## src/rtl/sbuf_pkg.sv

```systemverilog
package sbuf_pkg;
  typedef enum logic [1:0] {
    OP_WRITE  = 2'd0,
    OP_READ   = 2'd1,
    OP_FLUSH  = 2'd2,
    OP_ATOMIC = 2'd3
  } sb_op_e;

  typedef enum logic [1:0] {
    PK_STORE  = 2'd0,
    PK_LOAD   = 2'd1,
    PK_ATOMIC = 2'd2,
    PK_RSVD   = 2'd3
  } sb_kind_e;
endpackage

```

## src/rtl/sbuf_slots.sv

```systemverilog
// Circular storage of held writes with per-slot valid bits.
module sbuf_slots #(
  parameter int DEPTH = 4,
  parameter int AW    = 16,
  parameter int DW    = 32
) (
  input  logic                       clk,
  input  logic                       rst_n,
  input  logic                       push,
  input  logic [AW-1:0]              push_addr,
  input  logic [DW-1:0]              push_data,
  input  logic                       pop,
  output logic [AW-1:0]              head_addr,
  output logic [DW-1:0]              head_data,
  output logic [DEPTH-1:0]           slot_valid,
  output logic [DEPTH-1:0][AW-1:0]   slot_addr
);
  localparam int PW = (DEPTH > 1) ? $clog2(DEPTH) : 1;
  localparam logic [PW-1:0] LAST = PW'(DEPTH - 1);

  logic [PW-1:0] head_q, tail_q;
  logic [DEPTH-1:0][DW-1:0] slot_data;

  function automatic logic [PW-1:0] advance(input logic [PW-1:0] p);
    return (p == LAST) ? '0 : p + 1'b1;
  endfunction

  always_ff @(posedge clk) begin
    if (!rst_n) begin
      head_q     <= '0;
      tail_q     <= '0;
      slot_valid <= '0;
    end else begin
      if (push) begin
        tail_q             <= advance(tail_q);
        slot_valid[tail_q] <= 1'b1;
      end
      if (pop) begin
        head_q             <= advance(head_q);
        slot_valid[head_q] <= 1'b0;
      end
    end
  end

  always_ff @(posedge clk) begin
    if (push) begin
      slot_addr[tail_q] <= push_addr;
      slot_data[tail_q] <= push_data;
    end
  end

  assign head_addr = slot_addr[head_q];
  assign head_data = slot_data[head_q];
endmodule

```

## src/rtl/sbuf_match.sv

```systemverilog
// Compares a read address against every valid held slot.
module sbuf_match #(
  parameter int DEPTH = 4,
  parameter int AW    = 16
) (
  input  logic [DEPTH-1:0]         slot_valid,
  input  logic [DEPTH-1:0][AW-1:0] slot_addr,
  input  logic [AW-1:0]            probe_addr,
  output logic                     hit
);
  logic [DEPTH-1:0] eq;
  for (genvar i = 0; i < DEPTH; i++) begin : g_cmp
    assign eq[i] = slot_valid[i] && (slot_addr[i] == probe_addr);
  end
  assign hit = |eq;
endmodule

```

## src/rtl/store_order_queue.sv

```systemverilog
module store_order_queue #(
  parameter int DEPTH = 4,
  parameter int AW    = 16,
  parameter int DW    = 32
) (
  input  logic          clk,
  input  logic          rst_n,
  input  logic          req_valid,
  output logic          req_ready,
  input  logic [1:0]    req_op,
  input  logic [AW-1:0] req_addr,
  input  logic [DW-1:0] req_data,
  output logic          pkt_valid,
  input  logic          pkt_ready,
  output logic [1:0]    pkt_kind,
  output logic [AW-1:0] pkt_addr,
  output logic [DW-1:0] pkt_data
);
  import sbuf_pkg::*;

  logic                     push, pop, drain, hit, full, empty;
  logic [AW-1:0]            head_addr;
  logic [DW-1:0]            head_data;
  logic [DEPTH-1:0]         slot_valid;
  logic [DEPTH-1:0][AW-1:0] slot_addr;
  sb_op_e                   op;
  sb_kind_e                 kind;

  sbuf_slots #(.DEPTH(DEPTH), .AW(AW), .DW(DW)) slots_i (
    .clk(clk), .rst_n(rst_n), .push(push), .push_addr(req_addr),
    .push_data(req_data), .pop(pop), .head_addr(head_addr),
    .head_data(head_data), .slot_valid(slot_valid), .slot_addr(slot_addr)
  );

  sbuf_match #(.DEPTH(DEPTH), .AW(AW)) match_i (
    .slot_valid(slot_valid), .slot_addr(slot_addr),
    .probe_addr(req_addr), .hit(hit)
  );

  assign op    = sb_op_e'(req_op);
  assign full  = &slot_valid;
  assign empty = ~|slot_valid;

  // A matching read keeps draining the head until no match is left,
  // which stops exactly after the youngest matching entry.
  always_comb begin
    req_ready = 1'b0;
    pkt_valid = 1'b0;
    kind      = PK_STORE;
    pkt_addr  = head_addr;
    pkt_data  = head_data;
    drain     = 1'b0;
    push      = 1'b0;
    if (req_valid) begin
      case (op)
        OP_WRITE: begin
          if (!full) begin
            req_ready = 1'b1;
            push      = 1'b1;
          end else begin
            drain = 1'b1;
          end
        end
        OP_READ: begin
          if (hit) begin
            drain = 1'b1;
          end else begin
            pkt_valid = 1'b1;
            kind      = PK_LOAD;
            pkt_addr  = req_addr;
            pkt_data  = '0;
            req_ready = pkt_ready;
          end
        end
        OP_FLUSH: begin
          if (!empty) drain = 1'b1;
          else        req_ready = 1'b1;
        end
        default: begin
          if (!empty) begin
            drain = 1'b1;
          end else begin
            pkt_valid = 1'b1;
            kind      = PK_ATOMIC;
            pkt_addr  = req_addr;
            pkt_data  = req_data;
            req_ready = pkt_ready;
          end
        end
      endcase
    end
    if (drain) pkt_valid = 1'b1;
  end

  assign pop      = drain && pkt_ready;
  assign pkt_kind = kind;
endmodule

```

## config.mk

```make
export PLATFORM = sky130hd
export DESIGN_NAME = store_order_queue
export DESIGN_NICKNAME = d
export VERILOG_FILES = /design/src/rtl/sbuf_pkg.sv /design/src/rtl/sbuf_slots.sv /design/src/rtl/sbuf_match.sv /design/src/rtl/store_order_queue.sv
export SDC_FILE = /design/constraint.sdc
export NUM_CORES = 1
export LEC_CHECK = 0
export ABC_AREA = 0
export BUFFER_PORTS_ARGS = -buffer_cell sky130_fd_sc_hd__buf_2
export CORE_MARGIN = 1.5
export CORE_UTILIZATION = 50
export DETAILED_ROUTE_END_ITERATION = 10
export PLACE_DENSITY = 0.7
export SETUP_SLACK_MARGIN = 0.3
export SLEW_MARGIN = 20
export SYNTH_ARGS = -nofsm -noshare
export SYNTH_HDL_FRONTEND = slang
export SYNTH_SLANG_ARGS = --single-unit
```

## constraint.sdc

```tcl
create_clock -name clk -period 3 [get_ports clk]
set_input_delay 0.15 -clock clk [delete_from_list [all_inputs] [get_ports clk]]
set_output_delay 0.15 -clock clk [all_outputs]
set_load 0.03 [all_outputs]
```

Word-level counts from Yosys, hierarchy flattened
Cells that the tools add are included.
- bits in registers: 200
- input bits: 54
- word-level logic and storage cells: 88
- $add $sub $neg: 2
- magnitude comparators: 4
- eq/ne operators: 8
- multiplexer cells: 48
- bitwise gates (word level): 3
- reduce and logical (&&, ||, !) cells: 12
- operator list (cell ; number):
    $mux W32 ; 5
    $bwmux W128 ; 1
    $mux W16 ; 5
    $bmux W32 S2 ; 1
    $bwmux W64 ; 1
    $demux W32 S2 ; 1
    $eq A16 B16 Y1 ; 4
    $pmux W32 S2 ; 1
    $bmux W16 S2 ; 1
    $demux W16 S2 ; 1
    $pmux W16 S2 ; 1
    $mux W1 ; 17
    $mux W4 ; 3
    $mux W2 ; 4
    $reduce_or A4 Y1 ; 2
    $logic_and A1 B1 Y1 ; 7
    $eq A2 B2 Y1 const B ; 3
    $lt A2 B3 Y1 const B ; 2
    $add A2 B1 Y2 const B ; 2
    $and A4 B4 Y4 ; 1
    $demux W1 S2 ; 2
    $ge A2 B1 Y1 const B ; 2
    $not A4 Y4 ; 1
    $or A4 B4 Y4 ; 1
    other kinds (7) ; 8

Depth between registers and ports, before layout
- depth after elaboration: 9
- mapped depth: 10
- mapped depth without buffers: 7

Hierarchy
A second synthesis with hierarchy kept.
- cell total of the unflattened synthesis: 527
- area total of the unflattened synthesis: 9073.7 µm²
- modules (own cells, without submodules) (module ; instances ; cells each ; area each (µm²) ; seq. area each (µm²)):
    sbuf_slots ; 1 ; 296 ; 7368.3 ; 5925.7
    store_order_queue ; 1 ; 138 ; 970.9 ; 0.0
    sbuf_match ; 1 ; 93 ; 734.5 ; 0.0

Worst setup path before layout
Ideal clock, no wire load.
- path type: input -> register
- start point: in req_op[1]
- end point: reg slots_i.slot_addr[16] in the netlist's numbering (enable)
- data arrival time: 2.133 ns
- slack: 0.456 ns
- cell stages on the path: 5
- cells stage by stage: buf_2 > nor2_1 > nand2_1 > a41oi_1 > and2_1
- longest elaborated chain between the ends: 3
- ends and longest elaborated chain (item ; RTL line ; text):
    start, declared ; store_order_queue.sv:10 ; input logic [1:0] req_op,
    $logic_not A2 Y1 ; store_order_queue.sv:55 ; case (op)
    $mux W1 ; store_order_queue.sv:55 ;
    $mux W1 ; store_order_queue.sv:54 ; if (req_valid) begin
    end signal, assigned by index ; sbuf_slots.sv:47 ; slot_addr[tail_q] <= push_addr;
    end, declared ; sbuf_slots.sv:16 ; output logic [DEPTH-1:0][AW-1:0] slot_addr
No other way between the ends.
A chain may end at the register's enable or synchronous reset.

Worst setup path in the final report
- start point: reg slots_i.slot_addr[4] in the netlist's numbering
- end point: out pkt_addr[8]
- longest elaborated chain between the ends: 6
- ends and longest elaborated chain (item ; RTL line ; text):
    $eq A16 B16 Y1 ; sbuf_match.sv:13 ; assign eq[i] = slot_valid[i] && (slot_addr[i] == probe_addr);
    $logic_and A1 B1 Y1 ; sbuf_match.sv:13 ;
    $reduce_or A4 Y1 ; sbuf_match.sv:15 ; assign hit = |eq;
    $mux W16 ; store_order_queue.sv:65 ; if (hit) begin
    $pmux W16 S2 ; store_order_queue.sv:55 ;
    $mux W16 ; store_order_queue.sv:54 ;
    end, declared ; store_order_queue.sv:16 ; output logic [AW-1:0] pkt_addr,
No other way between the ends.

==> flow_summary.yaml <==
outcome:
  status: "complete, but fails checks"
  violations: "design-rule violations, negative setup slack"
place:
  hpwl_mm: 13.5
  place_ws_ns: 0.205
  placed_area_sq_um: 10000
  dp_cells: 922
  finalWeightedCongestion: 0.949
  portBuffers: 105
die:
  die_h_um: 139
  io_pins: 106
  rows: 49
  start_util: 0.512
  core_region_area_sq_um: 18100
  die_area_sq_um: 19300
  die_w_um: 139
timing:
  hold_violations: 0
  rsz0062_at_grt: "true"
  min_period_over_period: 1.01
  worstMarginPinSlew_ns: 0.699
  drv_slew: 0
  setup_slack_ns: -0.0210
  relSlewSlack: 0.534
  fmax_ghz: 0.331
  tns_ns: -0.0329
  setup_viol: 2
  period_minus_slack_ns: 3.02
  whs_ns: 0.0430
  fin_skew_ns: 0.0191
finish:
  antenna_cells: 0
  postLayoutCellArea_sq_um: 11800
  fillers: 1261
  drive_gt1_frac: 0.360
  layout_common_cells: "192 x edfxtp_1, 78 x nand2_1, 55 x buf_2, 48 x mux4_2, 46 x buf_6"
  area_growth_pct: 27.2
  nets: 818
  fin_cells: 998
  fin_util: 0.651
  layout_commonest_cell: "edfxtp_1"
synthesis:
  synth_cell_types: 38
  syn_inst: 612
  yosys_warnings: 0
  syn_avg_cell_area_sq_um: 15.1
  synth_nets: 674
  syn_area_sq_um: 9260
  ys_seq_area_frac: 0.640
  ys_seq_elements: 200
setup_path:
  crit_fanout: 4
  cp_slowest_cell: "or4b_1"
  start_kind: "flip-flop"
  cp_data_arrival_time_ns: 2.87
  path_cells: "xor2_2 > nor4_2 > nand4_1 > or4b_1 > or4b_4 > a21oi_4 > buf_4 > o22ai_4 > buf_6"
  cpPeakStageDelay_ns: 0.49
  worstSetupPathType: "flip-flop to output pin"
  crit_family: "simple AND/OR/NAND/NOR gates"
  cp.buffers_inverters: 2
  cp.required_ns: 2.85
  end_kind: "output pin"
detailed_routing:
  drt-total-wl_mm: 22.4
  routedWlPerCell_um: 22.4
  vias_per_cell: 5.89
  vias: 5881
  post-route-drc-count: 5
  drtPass1Iterations: 8
  ant_nets: 0
  drt_first_iter_violations: 371
grt:
  grt_max_degree: 34
  grt_pass1_wl_mm: 34.4
  grt_pass1_vias: 6179
  grt_overflow: 0
  antenna_found_initial: 1
  gr-usage-all-layers: 0.236
cts:
  cts_inserted_buffers: 17
  clock-sinks: 200
  insertion_delay_ns: 0.44
  clk_pin_slew_ns: 0.08
  cts-root-buf: "clkbuf_16"
  cts_tree: "yes"
  htree_levels: 4
  max-clock-path-buffers: 2
power:
  pwr-share-comb: 0.131
  swShare: 0.258
  cellInternalPower_mw: 4.54
  switching_power_mw: 1.58
  ir_worst_vdd_uv: 421
  p_clk_frac: 0.361
  powerDensity_nw_per_um2: 519
  power_mw: 6.11
  p_leak_nw: 3.90
  p_seq_frac: 0.508
hold_path:
  hold_path_class: "input port to flip-flop"
flow_run:
  drv_cap: 0
## synthesized netlist by cell type, drive strengths merged
library cell  instances  area [sq um]
a41oi                 1          8.76
nand2                78           293
clkbuf               18          67.6
xor2                 26           228
ha                    8           100
o22ai                16           163
nor3                  6          30.0
a32o                  1          10.0
a21oi                39           206
nand4b                1          8.76
nand4                14          87.6
mux2i                 4          40.0
nor2b                 2          12.5
nor2                  9          33.8
mux4                 48          1080
inv                   7          26.3
a22o                  1          8.76
buf                  27           206
a22oi                 1          7.51
o31a                  1          8.76
nand3                 8          40.0
o21ai                38           190
nor4b                 1          8.76
edfxtp              192          5770
dfxtp                 8           160
nand2b                3          18.8
and2                  5          31.3
nor4                  8          56.3
o41ai                 1          8.76
xnor2                38           333
or4b                  2          20.0
## layout make-up
class / count / area (sq um) / share of cell area
timing repair buffer: 170 / 1520 / 0.129
inverter: 7 / 26.3 / 0.00223
clock buffer: 17 / 425 / 0.0361
clock inverter: 15 / 151 / 0.0129
multi-input combinational: 360 / 3440 / 0.292
sequential: 200 / 5930 / 0.504
tap: 229 / 287 / 0.0243
## state kept, by name (all words and copies together), names as in the netlist
signal              cells
slots_i.slot_valid      4
slots_i.head_q          2
slots_i.tail_q          2
slots_i.slot_addr      64
slots_i.slot_data     128
## power groups by stage
stage / logic (mW) / clock network, mW / registers (mW)
3_3_place_gp: 0.582 / 0 / 3.17
6_report: 0.800 / 2.21 / 3.11
2_1_floorplan: 0.408 / 0 / 3.16
4_1_cts: 0.750 / 2.23 / 3.11
5_1_grt: 0.843 / 2.33 / 3.11
3_5_place_dp: 0.591 / 0 / 3.17
## final timing paths
kind	startpoint	endpoint	slack (ns)	depth (start not counted)
max	slots_i.slot_addr[4]	pkt_addr[8]	-0.02	9
min	rst_n	slots_i.head_q[0]	0.04	3
max reg2reg	slots_i.slot_addr[0]	slots_i.head_q[1]	0.50	10
min reg2reg	slots_i.tail_q[1]	slots_i.tail_q[1]	0.61	2
## kinds of logic (layout without fill, tap and decap cells)
| family | Yosys count | in the layout | share of synthesized area |
|---|---|---|---|
| flip-flops | 200 | 200 | 0.640 |
| AO/OA/AOI/OAI | 99 | 99 | 0.0661 |
| adder cells (fa/ha/maj) | 8 | 8 | 0.0108 |
| AND/OR/NAND/NOR | 137 | 137 | 0.0692 |
| multiplexers | 52 | 52 | 0.121 |
| buffers and inverters | 52 | 209 | 0.0324 |
| XOR/XNOR | 64 | 64 | 0.0605 |
## timing repair
item | 4_1_cts | 5_1_grt
pin swaps | 9 | 1
endpoints found under the hold margin | 128 | 0
hold buffers | 32 | 0
endpoints found under the setup margin | 50 | 50
buffers inserted | 8 | 2
gates resized for setup | 132 | 48
gates cloned | 1 | 1
## worst reg2reg max path: stages (launching register included)
cell	delay, ns
edfxtp_1	0.44
xor2_2	0.19
buf_4	0.15
nor4_2	0.29
nand4b_1	0.20
o41ai_2	0.27
buf_4	0.19
buf_4	0.10
buf_4	0.09
o31a_1	0.28
mux2i_1	0.23
## routing by layer
| layer | track usage | vias up | wire [um] |
|---|---|---|---|
| li1 | - | 2634 | - |
| met1 | 0.305 | 2992 | 9240 |
| met2 | 0.408 | 219 | 11600 |
| met3 | 0.0439 | 34 | 1130 |
| met4 | 0.0722 | 2 | 402 |
| met5 | 0 | - | 13 |
(Power assumes the default switching activity.)
